**src/rtl/idcrc_pkg.sv**
```systemverilog
package idcrc_pkg;
    localparam int unsigned CRC_W_DEF   = 8;
    localparam int unsigned ID_W_DEF    = 64;
    localparam logic [7:0]  POLY_R_DEF  = 8'h8C;

    typedef enum logic {
        PH_IDLE = 1'b0,
        PH_RUN  = 1'b1
    } feed_phase_e;
endpackage

```
**src/rtl/idcrc_step.sv**
```systemverilog
module idcrc_step #(
    parameter int unsigned      W    = idcrc_pkg::CRC_W_DEF,
    parameter logic [W-1:0]     POLY = W'(idcrc_pkg::POLY_R_DEF)
) (
    input  logic [W-1:0] rem_i,
    input  logic         bit_i,
    output logic [W-1:0] rem_o
);
    logic fb;

    always_comb begin
        fb    = bit_i ^ rem_i[0];
        rem_o = rem_i >> 1;
        if (fb) begin
            rem_o = rem_o ^ POLY;
        end
    end
endmodule

```
**src/rtl/idcrc_accum.sv**
```systemverilog
module idcrc_accum #(
    parameter int unsigned      W    = idcrc_pkg::CRC_W_DEF,
    parameter logic [W-1:0]     POLY = W'(idcrc_pkg::POLY_R_DEF)
) (
    input  logic         clk,
    input  logic         rst_n,
    input  logic         clr_i,
    input  logic         step_i,
    input  logic         bit_i,
    output logic [W-1:0] rem_o
);
    typedef struct packed {
        logic [W-1:0] rem;
    } acc_t;

    acc_t         acc_d, acc_q;
    logic [W-1:0] stepped;

    idcrc_step #(.W(W), .POLY(POLY)) u_step (
        .rem_i (acc_q.rem),
        .bit_i (bit_i),
        .rem_o (stepped)
    );

    always_comb begin
        acc_d = acc_q;
        if (clr_i) begin
            acc_d.rem = '0;
        end else if (step_i) begin
            acc_d.rem = stepped;
        end
    end

    always_ff @(posedge clk or negedge rst_n) begin
        if (!rst_n) begin
            acc_q <= '0;
        end else begin
            acc_q <= acc_d;
        end
    end

    assign rem_o = acc_q.rem;
endmodule

```
**src/rtl/idcrc_feeder.sv**
```systemverilog
module idcrc_feeder
    import idcrc_pkg::*;
#(
    parameter int unsigned ID_W  = ID_W_DEF,
    parameter int unsigned CRC_W = CRC_W_DEF
) (
    input  logic            clk,
    input  logic            rst_n,
    input  logic            clr_i,
    input  logic            start_i,
    input  logic            verify_i,
    input  logic [ID_W-1:0] word_i,
    output logic            busy_o,
    output logic            done_o,
    output logic            step_o,
    output logic            bit_o
);
    localparam int unsigned DATA_W = ID_W - CRC_W;
    localparam int unsigned CNT_W  = $clog2(ID_W + 1);

    typedef struct packed {
        feed_phase_e     phase;
        logic [ID_W-1:0] sh;
        logic [CNT_W-1:0] cnt;
        logic            done;
    } feed_t;

    feed_t feed_d, feed_q;

    always_comb begin
        feed_d      = feed_q;
        feed_d.done = 1'b0;
        if (clr_i) begin
            feed_d.phase = PH_IDLE;
            feed_d.cnt   = '0;
        end else if (feed_q.phase == PH_IDLE) begin
            if (start_i) begin
                feed_d.phase = PH_RUN;
                feed_d.sh    = word_i;
                feed_d.cnt   = verify_i ? CNT_W'(ID_W) : CNT_W'(DATA_W);
            end
        end else begin
            feed_d.sh  = feed_q.sh >> 1;
            feed_d.cnt = feed_q.cnt - 1'b1;
            if (feed_q.cnt == CNT_W'(1)) begin
                feed_d.phase = PH_IDLE;
                feed_d.done  = 1'b1;
            end
        end
    end

    always_ff @(posedge clk or negedge rst_n) begin
        if (!rst_n) begin
            feed_q <= '{phase: PH_IDLE, sh: '0, cnt: '0, done: 1'b0};
        end else begin
            feed_q <= feed_d;
        end
    end

    assign busy_o = (feed_q.phase == PH_RUN);
    assign step_o = (feed_q.phase == PH_RUN);
    assign bit_o  = feed_q.sh[0];
    assign done_o = feed_q.done;
endmodule

```
**src/rtl/idcrc_engine.sv**
```systemverilog
module idcrc_engine
    import idcrc_pkg::*;
#(
    parameter int unsigned      CRC_W = CRC_W_DEF,
    parameter int unsigned      ID_W  = ID_W_DEF,
    parameter logic [CRC_W-1:0] POLY  = CRC_W'(POLY_R_DEF)
) (
    input  logic             clk,
    input  logic             rst_n,
    input  logic             clr,
    input  logic             bit_en,
    input  logic             bit_in,
    input  logic             start,
    input  logic             verify,
    input  logic [ID_W-1:0]  word_in,
    output logic             busy,
    output logic             done,
    output logic [CRC_W-1:0] remainder,
    output logic             zero
);
    logic feed_busy;
    logic feed_step;
    logic feed_bit;
    logic start_ok;
    logic acc_clr;
    logic acc_step;
    logic acc_bit;

    idcrc_feeder #(.ID_W(ID_W), .CRC_W(CRC_W)) u_feed (
        .clk      (clk),
        .rst_n    (rst_n),
        .clr_i    (clr),
        .start_i  (start),
        .verify_i (verify),
        .word_i   (word_in),
        .busy_o   (feed_busy),
        .done_o   (done),
        .step_o   (feed_step),
        .bit_o    (feed_bit)
    );

    always_comb begin
        start_ok = start & ~feed_busy;
        acc_clr  = clr | start_ok;
        acc_step = feed_busy ? feed_step : bit_en;
        acc_bit  = feed_busy ? feed_bit  : bit_in;
    end

    idcrc_accum #(.W(CRC_W), .POLY(POLY)) u_acc (
        .clk    (clk),
        .rst_n  (rst_n),
        .clr_i  (acc_clr),
        .step_i (acc_step),
        .bit_i  (acc_bit),
        .rem_o  (remainder)
    );

    assign busy = feed_busy;
    assign zero = (remainder == '0);
endmodule

```
**config.mk**
```make
export PLATFORM = sky130hd
export DESIGN_NAME = idcrc_engine
export DESIGN_NICKNAME = d
export VERILOG_FILES = /design/src/rtl/idcrc_pkg.sv /design/src/rtl/idcrc_step.sv /design/src/rtl/idcrc_accum.sv /design/src/rtl/idcrc_feeder.sv /design/src/rtl/idcrc_engine.sv
export SDC_FILE = /design/constraint.sdc
export NUM_CORES = 1
export LEC_CHECK = 0
export ABC_AREA = 1
export CAP_MARGIN = 15
export CORE_MARGIN = 5
export CORE_UTILIZATION = 55
export CTS_BUF_LIST = sky130_fd_sc_hd__clkbuf_8
export DETAILED_ROUTE_END_ITERATION = 8
export GPL_TIMING_DRIVEN = 0
export HOLD_SLACK_MARGIN = 0.05
export PLACE_DENSITY_LB_ADDON = 0.05
export SETUP_SLACK_MARGIN = 0.15
export SLEW_MARGIN = 25
export SYNTH_ARGS = -nofsm -noshare
export SYNTH_HDL_FRONTEND = slang
export SYNTH_SLANG_ARGS = --single-unit
```
**constraint.sdc**
```tcl
create_clock -name clk -period 2.4 [get_ports clk]
set_input_delay 0.48 -clock clk [delete_from_list [all_inputs] [get_ports clk]]
set_output_delay 0.48 -clock clk [all_outputs]
set_load 0.03 [all_outputs]
```
==> flow_summary.html <==
<table>
<tr><th>Metric</th><th>Value</th></tr>
<tr><th colspan="2">Status</th></tr>
<tr><td>Result of the run</td><td>completed</td></tr>
<tr><th colspan="2">Power</th></tr>
<tr><td>Peak supply drop</td><td>a little over 0.0004 V</td></tr>
<tr><td>Total power of the final layout</td><td>3240 uW</td></tr>
<tr><td>Power per unit of standard cell area</td><td>666 nW/um^2</td></tr>
<tr><td>Total leakage power</td><td>0.00215 uW</td></tr>
<tr><th colspan="2">Finish</th></tr>
<tr><td>Number of inserted diodes</td><td>0</td></tr>
<tr><td>Growth of design area from synthesis to finish</td><td>29.8%</td></tr>
<tr><td>Net count reported at finish</td><td>569</td></tr>
<tr><td>Share of layout cells above drive strength 1</td><td>between 10 and 15%</td></tr>
<tr><th colspan="2">CTS</th></tr>
<tr><td>Root buf cell</td><td>clkbuf_8</td></tr>
<tr><td>Clock transition at the register clock pins on the worst setup and hold paths after CTS</td><td>0.08 ns</td></tr>
<tr><td>H-tree depth</td><td>3</td></tr>
<tr><td>Clock net sink count</td><td>81</td></tr>
<tr><td>Buffer levels on the longest clock path</td><td>2</td></tr>
<tr><td>Total clock buffers created by CTS</td><td>9</td></tr>
<tr><td>Clock tree from TritonCTS</td><td>yes</td></tr>
<tr><td>Worst skew pair latency</td><td>roughly 0.35 ns</td></tr>
<tr><td>Hold-fix buffer count after cts</td><td>0</td></tr>
<tr><th colspan="2">Route</th></tr>
<tr><td>Routed vias/inst</td><td>~5.7</td></tr>
<tr><td>Detail Route Antenna Nets</td><td>0</td></tr>
<tr><td>Final routed DRC violation total</td><td>0</td></tr>
<tr><td>DRC violation total after the first TritonRoute iteration</td><td>between 150 and 200</td></tr>
<tr><td>Number of search-and-repair iterations in the first detailed-routing pass</td><td>5</td></tr>
<tr><td>Aggregate routed wire length</td><td>slightly above 9000 microns</td></tr>
<tr><td>Via count</td><td>about 3300</td></tr>
<tr><td>Average wire per cell in the routed design</td><td>15.8 microns</td></tr>
<tr><th colspan="2">Yosys</th></tr>
<tr><td>Combined area of all synthesized cells</td><td>approximately 3800 sq um</td></tr>
<tr><td>Number of enable flip-flop cells after synthesis</td><td>0</td></tr>
<tr><td>Area share of the largest cell type after synthesis</td><td>between 50 and 60%</td></tr>
<tr><td>Unique masters post-synth</td><td>26</td></tr>
<tr><td>Most numerous cell in the Yosys netlist</td><td>nand2_1</td></tr>
<tr><td>Synthesized flop and latch total</td><td>between 80 and 90</td></tr>
<tr><td>Fraction of the yosys area taken by sequential cells</td><td>between 50% and 60%</td></tr>
<tr><td>Mean area per synthesized cell</td><td>roughly 9.3 sq um</td></tr>
<tr><td>Compound-cell area share of the yosys netlist</td><td>between 20% and 30%</td></tr>
<tr><td>Number of instances in the synthesized netlist</td><td>a little over 400</td></tr>
<tr><td>Share of synthesized registers carrying an async set or reset</td><td>between 90% and 100%</td></tr>
<tr><td>Post-Synth Simple-Gate Area</td><td>13.5%</td></tr>
<tr><td>Leading post-synthesis cells by instance count</td><td>nand2_1, dfrtp_1, a22oi_1, o21ai_1, inv_1</td></tr>
<tr><td>Biggest area consumer among synthesized cells</td><td>dfrtp_1</td></tr>
<tr><td>Fraction of synthesized cell area in xor and xnor cells</td><td>less than 1%</td></tr>
<tr><td>Synth warn</td><td>0</td></tr>
<tr><td>Largest cells by area after synthesis</td><td>dfrtp_1, a22oi_1, nand2_1, o21ai_1, inv_1</td></tr>
<tr><td>Fraction of synthesized area in multiplexers</td><td>0%</td></tr>
<tr><td>Main combinational cell family by area after synthesis</td><td>compound AO/OA/AOI/OAI gates</td></tr>
<tr><td>Adder-cell area share of the yosys netlist</td><td>less than 1%</td></tr>
<tr><td>Number of nets produced by synthesis</td><td>476</td></tr>
<tr><td>Top FF cell, synth</td><td>dfrtp_1</td></tr>
<tr><th colspan="2">Timing</th></tr>
<tr><td>Worst setup slack after layout</td><td>~0.44 ns</td></tr>
<tr><td>Pins over their slew limit</td><td>0</td></tr>
<tr><td>Highest clock rate</td><td>510 MHz</td></tr>
<tr><td>Finish-stage setup viols</td><td>0</td></tr>
<tr><td>Number of endpoints with negative hold slack in the final report</td><td>0</td></tr>
<tr><td>Worst hold slack</td><td>around 0.053 ns</td></tr>
<tr><td>Time the final worst path needs with I/O delays and setup</td><td>1.96 ns</td></tr>
<tr><td>Headroom to the max-slew limit</td><td>between 60% and 70%</td></tr>
<tr><td>Setup repair after global routing missed its margin</td><td>no</td></tr>
<tr><td>Final period utilization</td><td>approximately four fifths</td></tr>
<tr><td>Setup clock skew after layout</td><td>0.00916 ns</td></tr>
<tr><td>Slew of the pin with the lowest slew margin</td><td>0.481 ns</td></tr>
<tr><th colspan="2">Place</th></tr>
<tr><td>Setup slack at placement</td><td>~0.45 ns</td></tr>
<tr><td>Quantity of I/O buffers inserted on ports</td><td>81</td></tr>
<tr><td>Final HPWL DP</td><td>~6600 microns</td></tr>
<tr><td>Gp weighted congestion</td><td>between 0.8 and 0.9</td></tr>
<tr><th colspan="2">Setup path</th></tr>
<tr><td>Largest delay share family, worst path</td><td>buffers and inverters</td></tr>
<tr><td>Worst path cell trace</td><td>inv_1 -&gt; nand4_1 -&gt; nor2_1 -&gt; dlygate4sd2_1</td></tr>
<tr><td>Worst setup path class</td><td>reg -&gt; out</td></tr>
<tr><td>Bufs and invs on worst path</td><td>2</td></tr>
<tr><td>RR Startpoint</td><td>u_feed.busy_o</td></tr>
<tr><td>Data required, critical path</td><td>1.92 ns</td></tr>
<tr><td>Critical Path AT</td><td>approximately 1.5 ns</td></tr>
<tr><td>Type of element capturing the critical path</td><td>output port</td></tr>
<tr><td>Slowest stage delay, CP</td><td>roughly 0.41 ns</td></tr>
<tr><td>Master of the slowest instance on the critical path</td><td>dfrtp_1</td></tr>
<tr><td>Critical path peak fanout</td><td>4</td></tr>
<tr><td>Path depth of the worst reg2reg path</td><td>7</td></tr>
<tr><td>Worst reg2reg path endpoint</td><td>u_acc.rem_o[6]</td></tr>
<tr><td>Reg2reg setup slack</td><td>about 0.94 ns</td></tr>
<tr><td>Kind of start point of the critical path</td><td>flip-flop</td></tr>
<tr><th colspan="2">Floorplanning</th></tr>
<tr><td>Die outline width</td><td>between 90 and 100 microns</td></tr>
<tr><td>Std-Cell Rows</td><td>30</td></tr>
<tr><td>Vertical extent of the die</td><td>around 90 microns</td></tr>
<tr><td>Starting density of the core</td><td>55.9%</td></tr>
<tr><td>Core box area</td><td>6720 sq um</td></tr>
<tr><td>Die footprint</td><td>about 8600 sq um</td></tr>
<tr><td>Total I/O pin count</td><td>between 80 and 90</td></tr>
<tr><th colspan="2">Global routing</th></tr>
<tr><td>Global-route wire length before repair</td><td>15300 microns</td></tr>
<tr><td>Number of antenna violations at the first check in global routing</td><td>0</td></tr>
<tr><td>Overall overflow remaining after global route</td><td>0</td></tr>
<tr><td>Via count of the first global-routing pass</td><td>between 3000 and 4000</td></tr>
<tr><td>Maximum number of pins on one net before global-route repair</td><td>54</td></tr>
<tr><td>Aggregate global-route resource usage</td><td>22.3%</td></tr>
<tr><th colspan="2">Job</th></tr>
<tr><td>Max-cap check violation count</td><td>0</td></tr>
<tr><th colspan="2">Worst hold path</th></tr>
<tr><td>Hold WC Path Type</td><td>in -&gt; async</td></tr>
</table>
## where the power goes
group          internal (uW)  switching, uW  leakage (uW)
combinational            306            347      0.000981
sequential              1530           97.8       0.00107
clock                    492            470     0.0000978
## cells in the final DEF, fill, tap and decap left out, drive strengths merged
cell,synthesis,routed
dfrtp,81,81
clkbuf,6,16
a22oi,63,63
o22ai,7,7
a21oi,2,2
inv,24,24
nand3,16,16
clkdlybuf4s50,0,79
o21ai,70,70
bufinv,0,1
clkinv,0,3
buf,23,25
nand2,94,94
xnor2,1,1
a31oi,1,1
nand4,3,3
nor2,10,10
ha,2,2
dlygate4sd2,0,1
## layout make-up
cell class                 instances  area, sq um
tap                               80          100
buffer                            29          175
timing repair buffer              82          835
inverter                          24         90.1
clock buffer                      10          138
sequential                        81         2030
multi-input combinational        269         1460
fill                             504         1850
clock inverter                     4         45.0
## registers in the layout, summed over array words and instances (netlist names)
name and cells:
u_acc.rem_o 8, u_feed.bit_o 1, u_feed.busy_o 1, u_feed.done_o 1
u_feed.feed_q 70
## per-stage QoR
stage / instances / util, % / cell area [sq um] / TNS [ns]
4_1_cts: 579 / 72.5 / 4870 / 0
3_5_place_dp: 565 / 69.8 / 4690 / 0
6_report: 579 / 72.5 / 4870 / 0
3_3_place_gp: 564 / 69.4 / 4660 / -166.29
2_1_floorplan: 403 / - / 3750 / 0
5_1_grt: 579 / 72.5 / 4870 / 0
## how the worst max path moves through the flow
stage | startpoint | endpoint | slack [ns] | depth (start not counted)
2_1_floorplan | u_acc.rem_o[0] | zero | 0.78 | 3
3_3_place_gp | rst_n | u_feed.feed_q[66] | -2.06 | 1
3_5_place_dp | start | u_feed.feed_q[31] | 0.45 | 7
4_1_cts | u_acc.rem_o[0] | zero | 0.43 | 4
5_1_grt | u_acc.rem_o[0] | zero | 0.33 | 4
6_report | u_acc.rem_o[0] | zero | 0.44 | 4
## routing by layer
layer / vias to the layer above / global-route usage [%] / wire length [microns] / part of all wire, %
li1: 1594 / - / - / -
met1: 1615 / 30.1 / 3970 / 43
met2: 88 / 35.2 / 4530 / 49
met3: 17 / 4.47 / 493 / 5.4
met4: 0 / 9.16 / 177 / 1.9
met5: - / 0 / 0 / 0
## worst reg2reg max path, delay by kind of cell, from the launching register on
family,cells,cell delay [ns]
AO/OA/AOI/OAI,1,0.10
buffers and inverters,3,0.40
flip-flops,1,0.40
AND/OR/NAND/NOR,3,0.46
## cell families after synthesis
kind of cell    after synthesis
fa+ha+maj                     2
buf+inv                      53
flops                        81
xor+xnor                      1
compound gates              143
simple gates                123
## repair_timing
| action | CTS | global route |
|---|---|---|
| endpoints found under the hold margin | 0 | 0 |
| gates resized for setup | 1 | 0 |
| endpoints found under the setup margin | 1 | 0 |
| setup buffers | 0 | 0 |
(Power assumes the default switching activity.)
